[src/rtl/spi_fifo_pkg.sv]
package spi_fifo_pkg;
  localparam int DATA_W = 32;
  localparam int LEN_W  = $clog2(DATA_W);
  localparam int RATE_W = 3;
  localparam int CS_N   = 4;
  localparam int CS_W   = $clog2(CS_N);

  // register byte offsets (software-visible)
  localparam logic [7:0] OFS_RXDATA = 8'h00;
  localparam logic [7:0] OFS_TXDATA = 8'h04;
  localparam logic [7:0] OFS_CTRL   = 8'h08;
  localparam logic [7:0] OFS_INTEN  = 8'h0C;
  localparam logic [7:0] OFS_STAT   = 8'h14;
  localparam logic [7:0] OFS_SRST   = 8'h1C;

  // control field positions
  localparam int C_EN     = 0;
  localparam int C_MASTER = 1;
  localparam int C_XCH    = 2;
  localparam int C_CPOL   = 4;
  localparam int C_CPHA   = 5;
  localparam int C_CSPOL  = 7;
  localparam int C_LEN_LO = 8;
  localparam int C_RATE_LO = 16;
  localparam int C_SEL_LO = 24;

  // status and interrupt-enable bits
  localparam int S_TXE = 0;
  localparam int S_TXF = 1;
  localparam int S_RXR = 3;
  localparam int S_OVF = 7;
  localparam int I_TE  = 0;
  localparam int I_RR  = 3;

  typedef struct packed {
    logic              cpol;
    logic              cpha;
    logic              cspol;
    logic [CS_W-1:0]   cs_sel;
    logic [LEN_W-1:0]  len_m1;
    logic [RATE_W-1:0] rate;
  } shift_cfg_t;
endpackage

[src/rtl/spi_word_fifo.sv]
module spi_word_fifo #(
  parameter int W     = 32,
  parameter int DEPTH = 8
) (
  input  logic                       clk,
  input  logic                       rst,
  input  logic                       flush,
  input  logic                       push,
  input  logic [W-1:0]               din,
  input  logic                       pop,
  output logic [W-1:0]               dout,
  output logic                       empty,
  output logic                       full,
  output logic [$clog2(DEPTH):0]     count
);
  localparam int AW = (DEPTH > 1) ? $clog2(DEPTH) : 1;
  localparam int CW = $clog2(DEPTH) + 1;

  logic [W-1:0]  mem [DEPTH];
  logic [AW-1:0] wp, rp;
  logic          do_push, do_pop;

  assign empty   = (count == '0);
  assign full    = (count == CW'(DEPTH));
  assign do_push = push && !full;
  assign do_pop  = pop && !empty;
  assign dout    = mem[rp];

  // storage carries no reset so it can map onto RAM
  always_ff @(posedge clk) begin
    if (do_push) mem[wp] <= din;
  end

  always_ff @(posedge clk) begin
    if (rst || flush) begin
      wp    <= '0;
      rp    <= '0;
      count <= '0;
    end else begin
      if (do_push) wp <= (wp == AW'(DEPTH - 1)) ? '0 : wp + AW'(1);
      if (do_pop)  rp <= (rp == AW'(DEPTH - 1)) ? '0 : rp + AW'(1);
      case ({do_push, do_pop})
        2'b10:   count <= count + CW'(1);
        2'b01:   count <= count - CW'(1);
        default: count <= count;
      endcase
    end
  end
endmodule

[src/rtl/spi_rate_tick.sv]
module spi_rate_tick #(
  parameter int RW = 3
) (
  input  logic          clk,
  input  logic          rst,
  input  logic          run,
  input  logic [RW-1:0] rate,
  output logic          tick
);
  localparam int CW = (1 << RW) + 2;

  logic [CW-1:0] cnt;
  logic [CW-1:0] half_m1;

  // half period of the serial clock is 2 << rate system clocks
  assign half_m1 = (CW'(2) << rate) - CW'(1);
  assign tick    = run && (cnt == half_m1);

  always_ff @(posedge clk) begin
    if (rst || !run)        cnt <= '0;
    else if (cnt == half_m1) cnt <= '0;
    else                     cnt <= cnt + CW'(1);
  end
endmodule

[src/rtl/spi_shift_engine.sv]
module spi_shift_engine
  import spi_fifo_pkg::*;
(
  input  logic              clk,
  input  logic              rst,
  input  logic              abort,
  input  logic              run,
  input  shift_cfg_t        cfg,
  input  logic              tx_avail,
  input  logic [DATA_W-1:0] tx_word,
  output logic              tx_pop,
  output logic              rx_push,
  output logic [DATA_W-1:0] rx_word,
  output logic              busy,
  output logic              sclk,
  output logic              mosi,
  input  logic              miso,
  output logic [CS_N-1:0]   cs_out
);
  shift_cfg_t        cfg_q;
  logic [LEN_W:0]    edge_cnt;
  logic [DATA_W-1:0] tx_sr, rx_sr, rx_next, aligned;
  logic [CS_N-1:0]   cs_act;
  logic              tick, lead, samp, shft, last, start_idle, start_next;

  spi_rate_tick #(.RW(RATE_W)) tick_i (
    .clk  (clk),
    .rst  (rst),
    .run  (busy),
    .rate (cfg_q.rate),
    .tick (tick)
  );

  assign lead       = ~edge_cnt[0];
  assign samp       = tick && (lead ^ cfg_q.cpha);
  assign shft       = tick && !(lead ^ cfg_q.cpha);
  assign last       = tick && (edge_cnt == {cfg_q.len_m1, 1'b1});
  assign start_idle = !busy && run && tx_avail;
  assign start_next = busy && last && run && tx_avail;
  assign tx_pop     = !rst && !abort && (start_idle || start_next);
  assign rx_next    = {rx_sr[DATA_W-2:0], miso};
  assign aligned    = tx_word << (LEN_W'(DATA_W - 1) - cfg.len_m1);

  generate
    for (genvar i = 0; i < CS_N; i++) begin : g_cs
      assign cs_act[i] = (cfg.cs_sel == CS_W'(i)) ? cfg.cspol : ~cfg.cspol;
    end
  endgenerate

  always_ff @(posedge clk) begin
    rx_push <= 1'b0;
    if (rst) begin
      busy     <= 1'b0;
      sclk     <= 1'b0;
      mosi     <= 1'b0;
      cs_out   <= '1;
      edge_cnt <= '0;
      tx_sr    <= '0;
      rx_sr    <= '0;
      rx_word  <= '0;
      cfg_q    <= '0;
    end else if (abort) begin
      busy   <= 1'b0;
      sclk   <= cfg.cpol;
      cs_out <= {CS_N{~cfg.cspol}};
    end else begin
      if (!busy) begin
        sclk   <= cfg.cpol;
        cs_out <= {CS_N{~cfg.cspol}};
      end else if (tick) begin
        sclk     <= ~sclk;
        edge_cnt <= edge_cnt + 1'b1;
        if (samp) rx_sr <= rx_next;
        if (shft) begin
          mosi  <= tx_sr[DATA_W-1];
          tx_sr <= tx_sr << 1;
        end
        if (last) begin
          rx_push <= 1'b1;
          rx_word <= cfg_q.cpha ? rx_next : rx_sr;
          if (!start_next) busy <= 1'b0;
        end
      end
      if (tx_pop) begin
        busy     <= 1'b1;
        cfg_q    <= cfg;
        edge_cnt <= '0;
        rx_sr    <= '0;
        cs_out   <= cs_act;
        if (!cfg.cpha) begin
          mosi  <= aligned[DATA_W-1];
          tx_sr <= aligned << 1;
        end else begin
          tx_sr <= aligned;
        end
      end
    end
  end
endmodule

[src/rtl/spi_fifo_master.sv]
module spi_fifo_master
  import spi_fifo_pkg::*;
#(
  parameter int ADDR_W   = 5,
  parameter int TX_DEPTH = 8,
  parameter int RX_DEPTH = 8
) (
  input  logic              clk,
  input  logic              rst,
  input  logic [ADDR_W-1:0] bus_addr,
  input  logic              bus_wr,
  input  logic              bus_rd,
  input  logic [31:0]       bus_wdata,
  output logic [31:0]       bus_rdata,
  output logic              irq,
  output logic              sclk,
  output logic              mosi,
  input  logic              miso,
  output logic [CS_N-1:0]   cs_out
);
  localparam int TXC_W = $clog2(TX_DEPTH) + 1;
  localparam int RXC_W = $clog2(RX_DEPTH) + 1;

  shift_cfg_t        cfg;
  logic              ctl_en, ctl_master, xch, te_en, rr_en, ovf;
  logic              hit_rx, hit_tx, hit_ctrl, hit_int, hit_stat, hit_srst;
  logic              wr_tx, wr_ctrl, wr_int, wr_stat, srst, rd_rx;
  logic              tx_empty, tx_full, rx_empty, rx_full;
  logic [TXC_W-1:0]  tx_count;
  logic [RXC_W-1:0]  rx_count;
  logic [DATA_W-1:0] tx_head, rx_head, eng_rx_word;
  logic              eng_tx_pop, eng_rx_push, eng_busy, run;
  logic [31:0]       ctrl_view, stat_view, int_view;

  assign hit_rx   = (bus_addr == ADDR_W'(OFS_RXDATA));
  assign hit_tx   = (bus_addr == ADDR_W'(OFS_TXDATA));
  assign hit_ctrl = (bus_addr == ADDR_W'(OFS_CTRL));
  assign hit_int  = (bus_addr == ADDR_W'(OFS_INTEN));
  assign hit_stat = (bus_addr == ADDR_W'(OFS_STAT));
  assign hit_srst = (bus_addr == ADDR_W'(OFS_SRST));

  assign wr_tx   = bus_wr && hit_tx;
  assign wr_ctrl = bus_wr && hit_ctrl;
  assign wr_int  = bus_wr && hit_int;
  assign wr_stat = bus_wr && hit_stat;
  assign srst    = bus_wr && hit_srst && bus_wdata[0];
  assign rd_rx   = bus_rd && hit_rx && !rx_empty;
  assign run     = xch && ctl_en && ctl_master;

  spi_word_fifo #(.W(DATA_W), .DEPTH(TX_DEPTH)) tx_q_i (
    .clk   (clk),
    .rst   (rst),
    .flush (srst),
    .push  (wr_tx),
    .din   (bus_wdata[DATA_W-1:0]),
    .pop   (eng_tx_pop),
    .dout  (tx_head),
    .empty (tx_empty),
    .full  (tx_full),
    .count (tx_count)
  );

  spi_word_fifo #(.W(DATA_W), .DEPTH(RX_DEPTH)) rx_q_i (
    .clk   (clk),
    .rst   (rst),
    .flush (srst),
    .push  (eng_rx_push),
    .din   (eng_rx_word),
    .pop   (rd_rx),
    .dout  (rx_head),
    .empty (rx_empty),
    .full  (rx_full),
    .count (rx_count)
  );

  spi_shift_engine eng_i (
    .clk      (clk),
    .rst      (rst),
    .abort    (srst),
    .run      (run),
    .cfg      (cfg),
    .tx_avail (!tx_empty),
    .tx_word  (tx_head),
    .tx_pop   (eng_tx_pop),
    .rx_push  (eng_rx_push),
    .rx_word  (eng_rx_word),
    .busy     (eng_busy),
    .sclk     (sclk),
    .mosi     (mosi),
    .miso     (miso),
    .cs_out   (cs_out)
  );

  // control register and exchange flag
  always_ff @(posedge clk) begin
    if (rst || srst) begin
      cfg        <= '0;
      ctl_en     <= 1'b0;
      ctl_master <= 1'b0;
      xch        <= 1'b0;
    end else begin
      if (wr_ctrl) begin
        ctl_en     <= bus_wdata[C_EN];
        ctl_master <= bus_wdata[C_MASTER];
        cfg.cpol   <= bus_wdata[C_CPOL];
        cfg.cpha   <= bus_wdata[C_CPHA];
        cfg.cspol  <= bus_wdata[C_CSPOL];
        cfg.len_m1 <= bus_wdata[C_LEN_LO +: LEN_W];
        cfg.rate   <= bus_wdata[C_RATE_LO +: RATE_W];
        cfg.cs_sel <= bus_wdata[C_SEL_LO +: CS_W];
      end
      if (wr_ctrl && bus_wdata[C_XCH]) xch <= 1'b1;
      else if (xch && !eng_busy && tx_empty) xch <= 1'b0;
    end
  end

  // interrupt enables, overflow flag, interrupt line
  always_ff @(posedge clk) begin
    if (rst) begin
      te_en <= 1'b0;
      rr_en <= 1'b0;
      ovf   <= 1'b0;
      irq   <= 1'b0;
    end else begin
      if (wr_int) begin
        te_en <= bus_wdata[I_TE];
        rr_en <= bus_wdata[I_RR];
      end
      if (srst)                         ovf <= 1'b0;
      else if (eng_rx_push && rx_full)  ovf <= 1'b1;
      else if (wr_stat)                 ovf <= 1'b0;
      irq <= (te_en && tx_empty) || (rr_en && !rx_empty);
    end
  end

  always_comb begin
    ctrl_view = '0;
    ctrl_view[C_EN]                 = ctl_en;
    ctrl_view[C_MASTER]             = ctl_master;
    ctrl_view[C_XCH]                = xch;
    ctrl_view[C_CPOL]               = cfg.cpol;
    ctrl_view[C_CPHA]               = cfg.cpha;
    ctrl_view[C_CSPOL]              = cfg.cspol;
    ctrl_view[C_LEN_LO +: LEN_W]    = cfg.len_m1;
    ctrl_view[C_RATE_LO +: RATE_W]  = cfg.rate;
    ctrl_view[C_SEL_LO +: CS_W]     = cfg.cs_sel;
    stat_view = '0;
    stat_view[S_TXE] = tx_empty;
    stat_view[S_TXF] = tx_full;
    stat_view[S_RXR] = !rx_empty;
    stat_view[S_OVF] = ovf;
    int_view = '0;
    int_view[I_TE] = te_en;
    int_view[I_RR] = rr_en;
  end

  always_ff @(posedge clk) begin
    if (rst) begin
      bus_rdata <= '0;
    end else if (bus_rd) begin
      if (hit_rx)        bus_rdata <= rx_empty ? '0 : 32'(rx_head);
      else if (hit_ctrl) bus_rdata <= ctrl_view;
      else if (hit_int)  bus_rdata <= int_view;
      else if (hit_stat) bus_rdata <= stat_view;
      else               bus_rdata <= '0;
    end
  end
endmodule

[config.mk]
export PLATFORM = sky130hd
export DESIGN_NAME = spi_fifo_master
export DESIGN_NICKNAME = d
export VERILOG_FILES = /design/src/rtl/spi_fifo_pkg.sv /design/src/rtl/spi_word_fifo.sv /design/src/rtl/spi_rate_tick.sv /design/src/rtl/spi_shift_engine.sv /design/src/rtl/spi_fifo_master.sv
export SDC_FILE = /design/constraint.sdc
export NUM_CORES = 1
export LEC_CHECK = 0
export BUFFER_PORTS_ARGS = -buffer_cell sky130_fd_sc_hd__buf_2
export CELL_PAD_IN_SITES_DETAIL_PLACEMENT = 1
export CELL_PAD_IN_SITES_GLOBAL_PLACEMENT = 2
export CORE_ASPECT_RATIO = 0.9
export CORE_UTILIZATION = 30
export CTS_CLUSTER_DIAMETER = 150
export DETAILED_ROUTE_END_ITERATION = 12
export PLACE_DENSITY_LB_ADDON = 0.1
export SLEW_MARGIN = 20
export SYNTH_ARGS = -nofsm -noshare
export SYNTH_HDL_FRONTEND = slang
export SYNTH_SLANG_ARGS = --single-unit
[constraint.sdc]
create_clock -name clk -period 7.4 [get_ports clk]
set_input_delay 2.22 -clock clk [delete_from_list [all_inputs] [get_ports clk]]
set_output_delay 2.22 -clock clk [all_outputs]
set_load 0.01 [all_outputs]
==> metrics.md, run 1 <==
| Metric | Value |
|---|---|
| Status | `completed` |
| GRT overflow | `0` |
| Most used flip-flop cell after synthesis | `edfxtp_1` |
| Post-DP HPWL | `roughly 53000 um` |
| RSZ-0062 raised after global routing | `no` |
| # setup viols final | `0` |
| H-tree Lvls | `3` |
| Synthesized instance count | `2066` |
| Syn_area_per_cell | `approximately 15 um^2` |
| Crit. Startpoint | `bus_wdata[0]` |
| Setup_tns | `0 ns` |
| Vias in the first global route | `a little under 20000` |
| Share of cells above drive strength 1 | `0.211` |
| Async SR Flop Fraction | `0` |
| Mapped Nets | `between 2000 and 2500` |
| Antenna violations before repair | `0` |
| Max capacitance violation total | `0` |
| Total power draw | `0.00855 W` |
| Pwr dens | `245 nW/um^2` |
| GRT Overall Usage | `0.168` |
| Period utilization | `0.663` |
| Wirelength per Cell | `23.8 um` |
| Chip width | `roughly 340 um` |
| Die Ht | `slightly above 300 um` |
| Rel. slew slack | `0.261` |
| Clk_lat worst skew | `0.66 ns` |
| Multi-input gate area | `~10000 um^2` |
| DR iter-0 viols | `~1200` |
| Worst setup EP type | `flop` |
| Clock transition at the registers of the reported paths | `around 0.060 ns` |
| Port Buffers | `80` |
| DR DRC count | `0` |
| Post-layout min period | `~4.9 ns` |
| Largest net degree at the start of global routing | `between 70 and 80` |
| CP Class | `in -> reg` |
| Fmax achieved | `204 MHz` |
| Seq/Total Area, Yosys | `0.647` |
| Peak supply drop | `around 0.14 mV` |
| Clock sink total | `~700` |
| Ports | `between 80 and 90` |
| CP arrival | `~5.5 ns` |
| Commonest non-fill, non-tap cells in the layout | `edfxtp_1 (512), dfxtp_1 (200), nor2_1 (186)` |
| EDFF count, synth | `between 500 and 600` |
| Initial core utilization | `0.305` |
| # resized after CTS | `0` |
| First-pass GRT wire length | `roughly 130000 um` |
| Cts bufs inserted | `a little over 80` |
| CTS Root Cell | `clkbuf_16` |
| Hold Crit Start | `eng_i.tx_sr[28]` |
| Startpoint Class | `input pin` |
| Hold slack | `between 0.4 and 0.5 ns` |
| Commonest non-fill, non-tap cell in the layout | `edfxtp_1` |
| Fin. max-slew vios | `0` |
| Worst Skew | `between 0.02 and 0.025 ns` |
| Top fanout value on the critical path | `45` |
| Core Util, Final | `0.352` |
| Maximum buffer depth of the clock tree | `3` |
| Synthesized flop and latch total | `between 700 and 800` |
| Standard-cell rows | `between 100 and 150` |
| Crit path required time | `approximately 8 ns` |
| Setup bufs post-CTS | `0` |
| LEAKAGE | `approximately 12 nW` |
| GPL Wtd Cong | `between 0.7 and 0.8` |
| Via count | `18000` |
| Unique masters post-synth | `a little under 80` |
| Fin. Hold Viols | `0` |
| Final WL | `84000 um` |
| Hold WC Path Type | `reg -> reg` |
| Antenna viol nets, final | `0` |
| Total iterations of the first detailed-routing run | `5` |
| Layout Nets | `2191` |
| # fillers | `slightly above 10000` |
| CTS tree | `built` |
| Hold buffers post-CTS | `0` |
| Die Area | `102000 um^2` |
| Core area | `98900 um^2` |
| Seq. cell area | `~20000 um^2` |
| Measured slew at the worst slew-check pin | `approximately 1.1 ns` |
| Area grow syn2layout | `15.5%` |
| Via density | `5.11` |
| Synthesized cell area | `just over 30000 um^2` |
| Ys Warns | `0` |
[synth_stat cells, drive strengths merged (41+ instances only)]
| cell type | number | area share |
|---|---|---|
| a211oi | 64 | 0.016 |
| a21oi | 123 | 0.020 |
| buf | 46 | 0.0090 |
| clkbuf | 95 | 0.012 |
| dfxtp | 207 | 0.14 |
| edfxtp | 512 | 0.51 |
| mux2i | 120 | 0.040 |
| mux4 | 157 | 0.12 |
| nand2 | 119 | 0.015 |
| nand2b | 41 | 0.0085 |
| nand3 | 60 | 0.010 |
| nor2 | 196 | 0.024 |
[worst max-delay path, cell delays in order]
cell	delay, ns
buf_2	0.22
and3_1	0.22
a41o_1	0.17
buf_4	0.38
or2_2	0.23
a21o_4	0.41
inv_1	0.23
ha_1	0.31
xor2_1	0.17
ha_1	0.19
a21oi_1	0.15
xor2_1	0.09
or3_1	0.30
a21oi_1	0.15
[power breakdown]
group	switching, W	leakage (nW)	internal, W
Combinational	0.0000791	3.37	0.0000271
Clock	0.00168	1.33	0.00247
Sequential	0.00000441	6.94	0.00429
[worst paths after layout]
check                     to  slack, ns  cells past startpoint
min          eng_i.tx_sr[28]       0.47                      2
max reg2reg   eng_i.tx_sr[7]       3.04                      8
min reg2reg  eng_i.tx_sr[28]       0.47                      2
max          tx_q_i.count[2]       2.49                     14
[registers in the layout, summed over array words and instances (netlist names), 4 cells and up, named ones only]
signal            flops
eng_i.tx_sr          32
tx_q_i.count          4
rx_q_i.count          4
eng_i.cs_out          4
eng_i.cfg_q           9
eng_i.tick_i.cnt     10
eng_i.rx_sr          32
cfg                  13
bus_rdata            32
rx_q_i.mem          256
eng_i.rx_word        32
eng_i.edge_cnt        6
tx_q_i.mem          256
[through the flow]
stage	std cells	instance area, um^2	setup slack (ns)
6_report	3531	34900	2.49
5_1_grt	3529	34800	2.19
4_1_cts	3528	34800	2.50
3_5_place_dp	3379	32100	1.82
3_3_place_gp	3379	32100	1.82
2_1_floorplan	2066	30200	1.31
[layout make-up]
cell class | instances | share of cell area
sequential | 719 | 0.560
multi-input combinational | 1185 | 0.289
clock buffer | 101 | 0.0630
tap | 1332 | 0.0478
timing repair buffer | 123 | 0.0212
clock inverter | 48 | 0.0158
inverter | 21 | 0.00226
antenna | 2 | 0.000144
[routing by layer]
metal | track usage | share of wire
met4 | 0.0439 | 0.020
met3 | 0.0281 | 0.037
met1 | 0.249 | 0.50
met2 | 0.255 | 0.44
met5 | 0 | 0
[cells by family (layout without fill, tap and decap cells)]
logic type | count (synthesis) | after routing | share of synthesized area
AND/OR/NAND/NOR | 523 | 523 | 0.0792
XOR/XNOR | 26 | 26 | 0.00755
AO/OA/AOI/OAI | 317 | 317 | 0.0692
multiplexers | 302 | 302 | 0.167
adder cells (fa/ha/maj) | 17 | 17 | 0.00730
flip-flops | 719 | 719 | 0.647
other | 0 | 2 | 0
buffers and inverters | 162 | 293 | 0.0234
(Power assumes the default switching activity.)
==> run 2: changes to the inputs <==
==> constraint.sdc (replaced) <==
create_clock -name clk -period 4.1 [get_ports clk]
set_input_delay 1.23 -clock clk [delete_from_list [all_inputs] [get_ports clk]]
set_output_delay 1.23 -clock clk [all_outputs]
set_load 0.01 [all_outputs]
==> run 2 against run 1 <==
Compared with the run above:
- die area stayed put
- sequential share of layout area down 0.81 points
- critical path depth down 7
- count of clock-buffer cells in the layout increased by 1
- final cell count is 1.4% higher
- sequential power increased by 80%
==> metrics.md, run 2 (same netlist as run 1, synthesis figures left out) <==
| Metric | Value |
|---|---|
| Top delay family on crit path | `multiplexers (was compound AO/OA/AOI/OAI gates)` |
| Total iterations of the first detailed-routing run | `5 (unchanged)` |
| Via count | `18100 (was 18000)` |
| GPL Wtd Cong | `0.748 (was 0.762)` |
| Commonest non-fill, non-tap cells in the layout | `edfxtp_1 (512), dfxtp_1 (200), nor2_1 (186) (unchanged)` |
| Post-layout min period | `between 3 and 4 ns` |
| Fin. Hold Viols | `0 (unchanged)` |
| First-pass GRT wire length | `128000 um (was 127000 um)` |
| Met1 Use GR | `0.252 (was 0.249)` |
| Area grow syn2layout | `17.2% (was 15.5%)` |
| GRT Overall Usage | `0.169 (was 0.168)` |
| Status | `completed (unchanged)` |
| Layout Nets | `2238 (was 2191)` |
| Pwr dens | `434 nW/um^2 (was 245 nW/um^2)` |
| DR iter-0 viols | `1221 (was 1174)` |
| GR Util met2 | `0.256 (was 0.255)` |
| Standard-cell rows | `109 (unchanged)` |
| Largest net degree at the start of global routing | `65 (was 79)` |
| Commonest non-fill, non-tap cell in the layout | `edfxtp_1 (unchanged)` |
| Regs by FF count | `rx_q_i.mem: 256 flops, tx_q_i.mem: 256 flops (unchanged)` |
| DR DRC count | `0 (unchanged)` |
| Post-place setup slack | `0.244 ns (was 1.82 ns)` |
| Period utilization | `0.882` |
| Final setup margin | `0.484 ns (was 2.49 ns)` |
| CTS tree | `built (unchanged)` |
| Rel. slew slack | `0.374 (was 0.261)` |
| Met3 Usage GRT | `0.0239 (was 0.0281)` |
| Peak supply drop | `0.269 mV (was 0.137 mV)` |
| Antenna viol nets, final | `0 (unchanged)` |
| Max capacitance violation total | `0 (unchanged)` |
| Measured slew at the worst slew-check pin | `0.938 ns (was 1.08 ns)` |
| Hold WC Path Type | `reg -> reg (unchanged)` |
| Post-Place Cells | `3427 (was 3379)` |
| Top fanout value on the critical path | `26 (was 45)` |
| Post-DP HPWL | `53500 um (was 52600 um)` |
| LEAKAGE | `11.9 nW (was 11.6 nW)` |
| Wirelength per Cell | `23.6 um (was 23.8 um)` |
| Final instance area | `35400 um^2 (was 34900 um^2)` |
| Fin. max-slew vios | `0 (unchanged)` |
| CTS Root Cell | `clkbuf_16 (unchanged)` |
| CP max stage delay | `0.67 ns (was 0.41 ns)` |
| Maximum buffer depth of the clock tree | `3 (unchanged)` |
| Ports | `81 (unchanged)` |
| Vias in the first global route | `19500 (was 19200)` |
| Setup bufs post-CTS | `0 (unchanged)` |
| GRT overflow | `0 (unchanged)` |
| Clk_lat worst skew | `0.64 ns (was 0.66 ns)` |
| Antenna violations before repair | `1 (was 0)` |
| RSZ-0062 raised after global routing | `no (unchanged)` |
| # resized after CTS | `0 (unchanged)` |
| Most Crowded Layer GR | `met2 (unchanged)` |
| CP arrival | `4.19 ns (was 5.48 ns)` |
| Hold buffers post-CTS | `0 (unchanged)` |
| # setup viols final | `0 (unchanged)` |
| Final Non-Filler Cells | `3582 (was 3531)` |
| Setup_tns | `0 ns (unchanged)` |
| Fmax achieved | `about 280 MHz` |
| CP Class | `reg -> reg (was in -> reg)` |
| Worst Skew | `0.0196 ns (was 0.0248 ns)` |
| Die Area | `102000 um^2 (unchanged)` |
| Clock sink total | `719 (unchanged)` |
| Die Ht | `303 um (unchanged)` |
| Share of cells above drive strength 1 | `0.229 (was 0.211)` |
| Startpoint Class | `flop (was input pin)` |
| Worst setup EP type | `flop (unchanged)` |
| Final WL | `84400 um (was 84000 um)` |
| Core area | `98900 um^2 (unchanged)` |
| Placement Cell Area | `32600 um^2 (was 32100 um^2)` |
| Cts bufs inserted | `82 (unchanged)` |
| Clock transition at the registers of the reported paths | `0.06 ns (about the same)` |
| Port Buffers | `80 (unchanged)` |
| Initial core utilization | `0.305 (unchanged)` |
| CP cell instances | `inv_2 > mux2i_1 > mux4_2 > mux2_2 > a22o_1 > a2111oi_0 > o221a_1 (was buf_2 > and3_1 > a41o_1 > buf_4 > or2_2 > a21o_4 > inv_1 > ha_1 > xor2_1 > ha_1 > a21oi_1 > xor2_1 > or3_1 > a21oi_1)` |
| Crit-path slowest cell | `inv_2 (was a21o_4)` |
| H-tree Lvls | `3 (unchanged)` |
| Crit path required time | `4.67 ns (was 7.97 ns)` |
| Chip width | `336 um (unchanged)` |
| Via density | `5.06 (was 5.11)` |
| Worst Path Buf+Inv | `1 (was 3)` |
## run 2: changes by cell type in the layout (fill, tap and decap cells not counted), moves of 2 or more
cell / delta
clkbuf_8: +3
nor3_2: -2
mux2i_2: -2
buf_12: +12
clkinv_2: +6
nor3_4: +2
mux2i_1: +2
bufinv_16: -3
clkbuf_1: -3
buf_4: +35
clkinvlp_4: +2
## run 2: worst paths after layout
kind	from	endpoint	slack, ns	depth (start not counted)
setup / recovery	flop	eng_i.tx_sr[25]	0.48	7
hold / removal	eng_i.tx_sr[28]	eng_i.tx_sr[28]	0.47	2
setup reg to reg	flop	eng_i.tx_sr[25]	0.48	7
hold reg to reg	eng_i.tx_sr[28]	eng_i.tx_sr[28]	0.47	2
## run 2: final cells by class
cell class	instances	area, um^2
Inverter	21	78.8
Clock buffer	102	2250
Fill cell	10100	63500
Antenna cell	1	2.50
Sequential cell	719	19500
Clock inverter	52	492
Timing Repair Buffer	170	1240
Multi-Input combinational cell	1185	10100
Tap cell	1332	1670
## run 2: routing by layer
layer / vias to the layer above / routed length, um / part of all wire
met2: 276 / 37100 / 0.44
li1: 8262 / - / -
met4: 0 / 1610 / 0.019
met1: 9498 / 42800 / 0.51
met3: 103 / 2890 / 0.034
met5: - / 0 / 0
## run 2: power by group
group          switching [W]  internal [W]  total, W
Clock                0.00306       0.00437   0.00743
Combinational       0.000139     0.0000532  0.000193
Sequential         0.0000103       0.00773   0.00774
Total                0.00321        0.0122    0.0154
## run 2: per-stage QoR
stage,total power (W),util,hold slack (ns)
after CTS,0.0156,0.358,0.474
after global placement,0.00809,0.330,0.447
after detailed placement,0.00810,0.330,0.463
after global routing,0.0159,0.358,0.488
final,0.0154,0.358,0.468
after floorplan,0.00798,-,0.432
## run 2: worst reg2reg max path, cell delays in order, from the launching register on
cell and delay, ns:
dfxtp_1 0.39, inv_2 0.67, mux2i_1 0.42, mux4_2 0.57
mux2_2 0.34, a22o_1 0.24, a2111oi_0 0.60, o221a_1 0.31
==> run 3: changes to the inputs <==
--- a/config.mk
+++ b/config.mk
@@ -6,8 +6,8 @@
 export NUM_CORES = 1
 export LEC_CHECK = 0
 export BUFFER_PORTS_ARGS = -buffer_cell sky130_fd_sc_hd__buf_2
-export CELL_PAD_IN_SITES_DETAIL_PLACEMENT = 1
-export CELL_PAD_IN_SITES_GLOBAL_PLACEMENT = 2
+export CELL_PAD_IN_SITES_DETAIL_PLACEMENT = 0
+export CELL_PAD_IN_SITES_GLOBAL_PLACEMENT = 1
 export CORE_ASPECT_RATIO = 0.9
 export CORE_UTILIZATION = 30
 export CTS_CLUSTER_DIAMETER = 150
==> run 3 against run 2 <==
Compared with the run above:
- total power up 0.14%
- via count hardly changed
- sequential power about the same
- count of clock-buffer cells in the layout increased by 5
- clock power is essentially flat
- critical path depth is 3 higher
- combinational power barely moved
- final cell count is 0.61% lower
- largest power group unchanged
==> metrics.md, run 3 (same netlist as run 1, synthesis figures left out) <==
| Metric | Value |
|---|---|
| Initial core utilization | `0.305 (unchanged)` |
| # fillers | `9423 (was 10100)` |
| Final setup margin | `0.463 ns (was 0.484 ns)` |
| Placement Cell Area | `32500 um^2 (was 32600 um^2)` |
| GPL Wtd Cong | `0.775 (was 0.748)` |
| Total power draw | `0.0154 W (about the same)` |
| Core area | `98900 um^2 (unchanged)` |
| DR iter-0 viols | `1389 (was 1221)` |
| Maximum buffer depth of the clock tree | `3 (unchanged)` |
| Via count | `18100 (about the same)` |
| LEAKAGE | `11.9 nW (about the same)` |
| Standard-cell rows | `109 (unchanged)` |
| Core Util, Final | `0.357 (was 0.358)` |
| RSZ-0062 raised after global routing | `no (unchanged)` |
| Worst Skew | `0.0248 ns (was 0.0196 ns)` |
| Rel. slew slack | `0.393 (was 0.374)` |
| Largest net degree at the start of global routing | `147 (was 65)` |
| Post-layout min period | `3.64 ns (was 3.62 ns)` |
| Hold Crit Start | `eng_i.tx_sr[0] (was eng_i.tx_sr[28])` |
| GRT Overall Usage | `0.162 (was 0.169)` |
| Hold WC Path Type | `reg -> reg (unchanged)` |
| Period utilization | `0.887 (was 0.882)` |
| Area grow syn2layout | `16.9% (was 17.2%)` |
| CTS tree | `built (unchanged)` |
| Measured slew at the worst slew-check pin | `0.911 ns (was 0.938 ns)` |
| CTS Root Cell | `clkbuf_16 (unchanged)` |
| Startpoint Class | `flop (unchanged)` |
| Commonest non-fill, non-tap cells in the layout | `edfxtp_1 (512), dfxtp_1 (200), nor2_1 (186) (unchanged)` |
| Fin. Hold Viols | `0 (unchanged)` |
| Via density | `5.09 (was 5.06)` |
| Ports | `81 (unchanged)` |
| H-tree Lvls | `3 (unchanged)` |
| Crit path required time | `4.59 ns (was 4.67 ns)` |
| Post-DP HPWL | `50700 um (was 53500 um)` |
| Chip width | `336 um (unchanged)` |
| Clk_lat worst skew | `0.64 ns (about the same)` |
| Fmax achieved | `275 MHz (was 277 MHz)` |
| Cts bufs inserted | `82 (unchanged)` |
| Status | `completed (unchanged)` |
| Hold buffers post-CTS | `0 (unchanged)` |
| Commonest non-fill, non-tap cell in the layout | `edfxtp_1 (unchanged)` |
| Top fanout value on the critical path | `14 (was 26)` |
| Vias in the first global route | `18600 (was 19500)` |
| R2R setup slack | `0.46 ns (was 0.48 ns)` |
| Die Ht | `303 um (unchanged)` |
| Worst setup EP type | `flop (unchanged)` |
| Final Non-Filler Cells | `3560 (was 3582)` |
| Layout Nets | `2218 (was 2238)` |
| GRT overflow | `0 (unchanged)` |
| Die Area | `102000 um^2 (unchanged)` |
| First-pass GRT wire length | `123000 um (was 128000 um)` |
| Final instance area | `35300 um^2 (was 35400 um^2)` |
| # setup viols final | `0 (unchanged)` |
| Wirelength per Cell | `22.9 um (was 23.6 um)` |
| Port Buffers | `80 (unchanged)` |
| # resized after CTS | `0 (unchanged)` |
| Max capacitance violation total | `0 (unchanged)` |
| Peak supply drop | `0.341 mV (was 0.269 mV)` |
| DR DRC count | `0 (unchanged)` |
| Pwr dens | `436 nW/um^2 (was 434 nW/um^2)` |
| Total iterations of the first detailed-routing run | `5 (unchanged)` |
| Clock sink total | `719 (unchanged)` |
| CP Class | `reg -> reg (unchanged)` |
| Fin. max-slew vios | `0 (unchanged)` |
| Post-place setup slack | `0.202 ns (was 0.244 ns)` |
| Clock transition at the registers of the reported paths | `0.06 ns (about the same)` |
| Setup bufs post-CTS | `0 (unchanged)` |
| Antenna violations before repair | `1 (unchanged)` |
| ANT cells | `0 (was 1)` |
| Post-Place Cells | `3407 (was 3427)` |
| Antenna viol nets, final | `0 (unchanged)` |
| Final WL | `81700 um (was 84400 um)` |
| CP arrival | `4.13 ns (was 4.19 ns)` |
| Regs by FF count | `rx_q_i.mem: 256 flops, tx_q_i.mem: 256 flops (unchanged)` |
| Share of cells above drive strength 1 | `0.219 (was 0.229)` |
## run 3: cell type report
class                           count  area [um^2]  share of cell area
Timing Repair Buffer              150         1150              0.0327
Tap cell                         1332         1670              0.0472
Sequential cell                   719        19500               0.554
Multi-Input combinational cell   1185        10100               0.286
Clock inverter                     46          534              0.0151
Inverter                           21         78.8             0.00223
Clock buffer                      107         2220              0.0628
## run 3: layer usage
metal,GRT usage,up-vias,part of all wire
met5,0,-,0
met4,0.0425,0,0.021
met3,0.0240,107,0.042
met2,0.244,414,0.44
met1,0.243,9374,0.50
li1,-,8230,-
## run 3: through the flow
stage	hold WS [ns]	setup TNS, ns
finish	0.459	0
global route	0.494	0
CTS	0.461	0
detailed placement	0.452	0
global placement	0.449	0
floorplan	0.432	-30.46
## run 3: worst max-delay path, cell delays in order, from the launching register on
cell and delay, ns:
dfxtp_4 0.50, buf_12 0.22, buf_12 0.19, mux4_2 0.54, mux4_2 0.49, mux2_2 0.31, mux2i_1 0.25, mux2i_1 0.30
mux2_2 0.35, o211ai_1 0.22, o21ai_1 0.09
## run 3: worst paths after layout
| check | to | cells after the start |
|---|---|---|
| worst max-delay path | eng_i.tx_sr[29] | 10 |
| worst min-delay path | eng_i.tx_sr[0] | 2 |
| worst max register to register | eng_i.tx_sr[29] | 10 |
| worst min register to register | eng_i.tx_sr[0] | 2 |
## run 3: report_power, final
part	internal (W)	leakage [nW]	total [W]	switching, W
registers	0.00773	6.94	0.00775	0.0000106
logic	0.0000513	3.57	0.000192	0.000141
clock network	0.00442	1.35	0.00745	0.00303
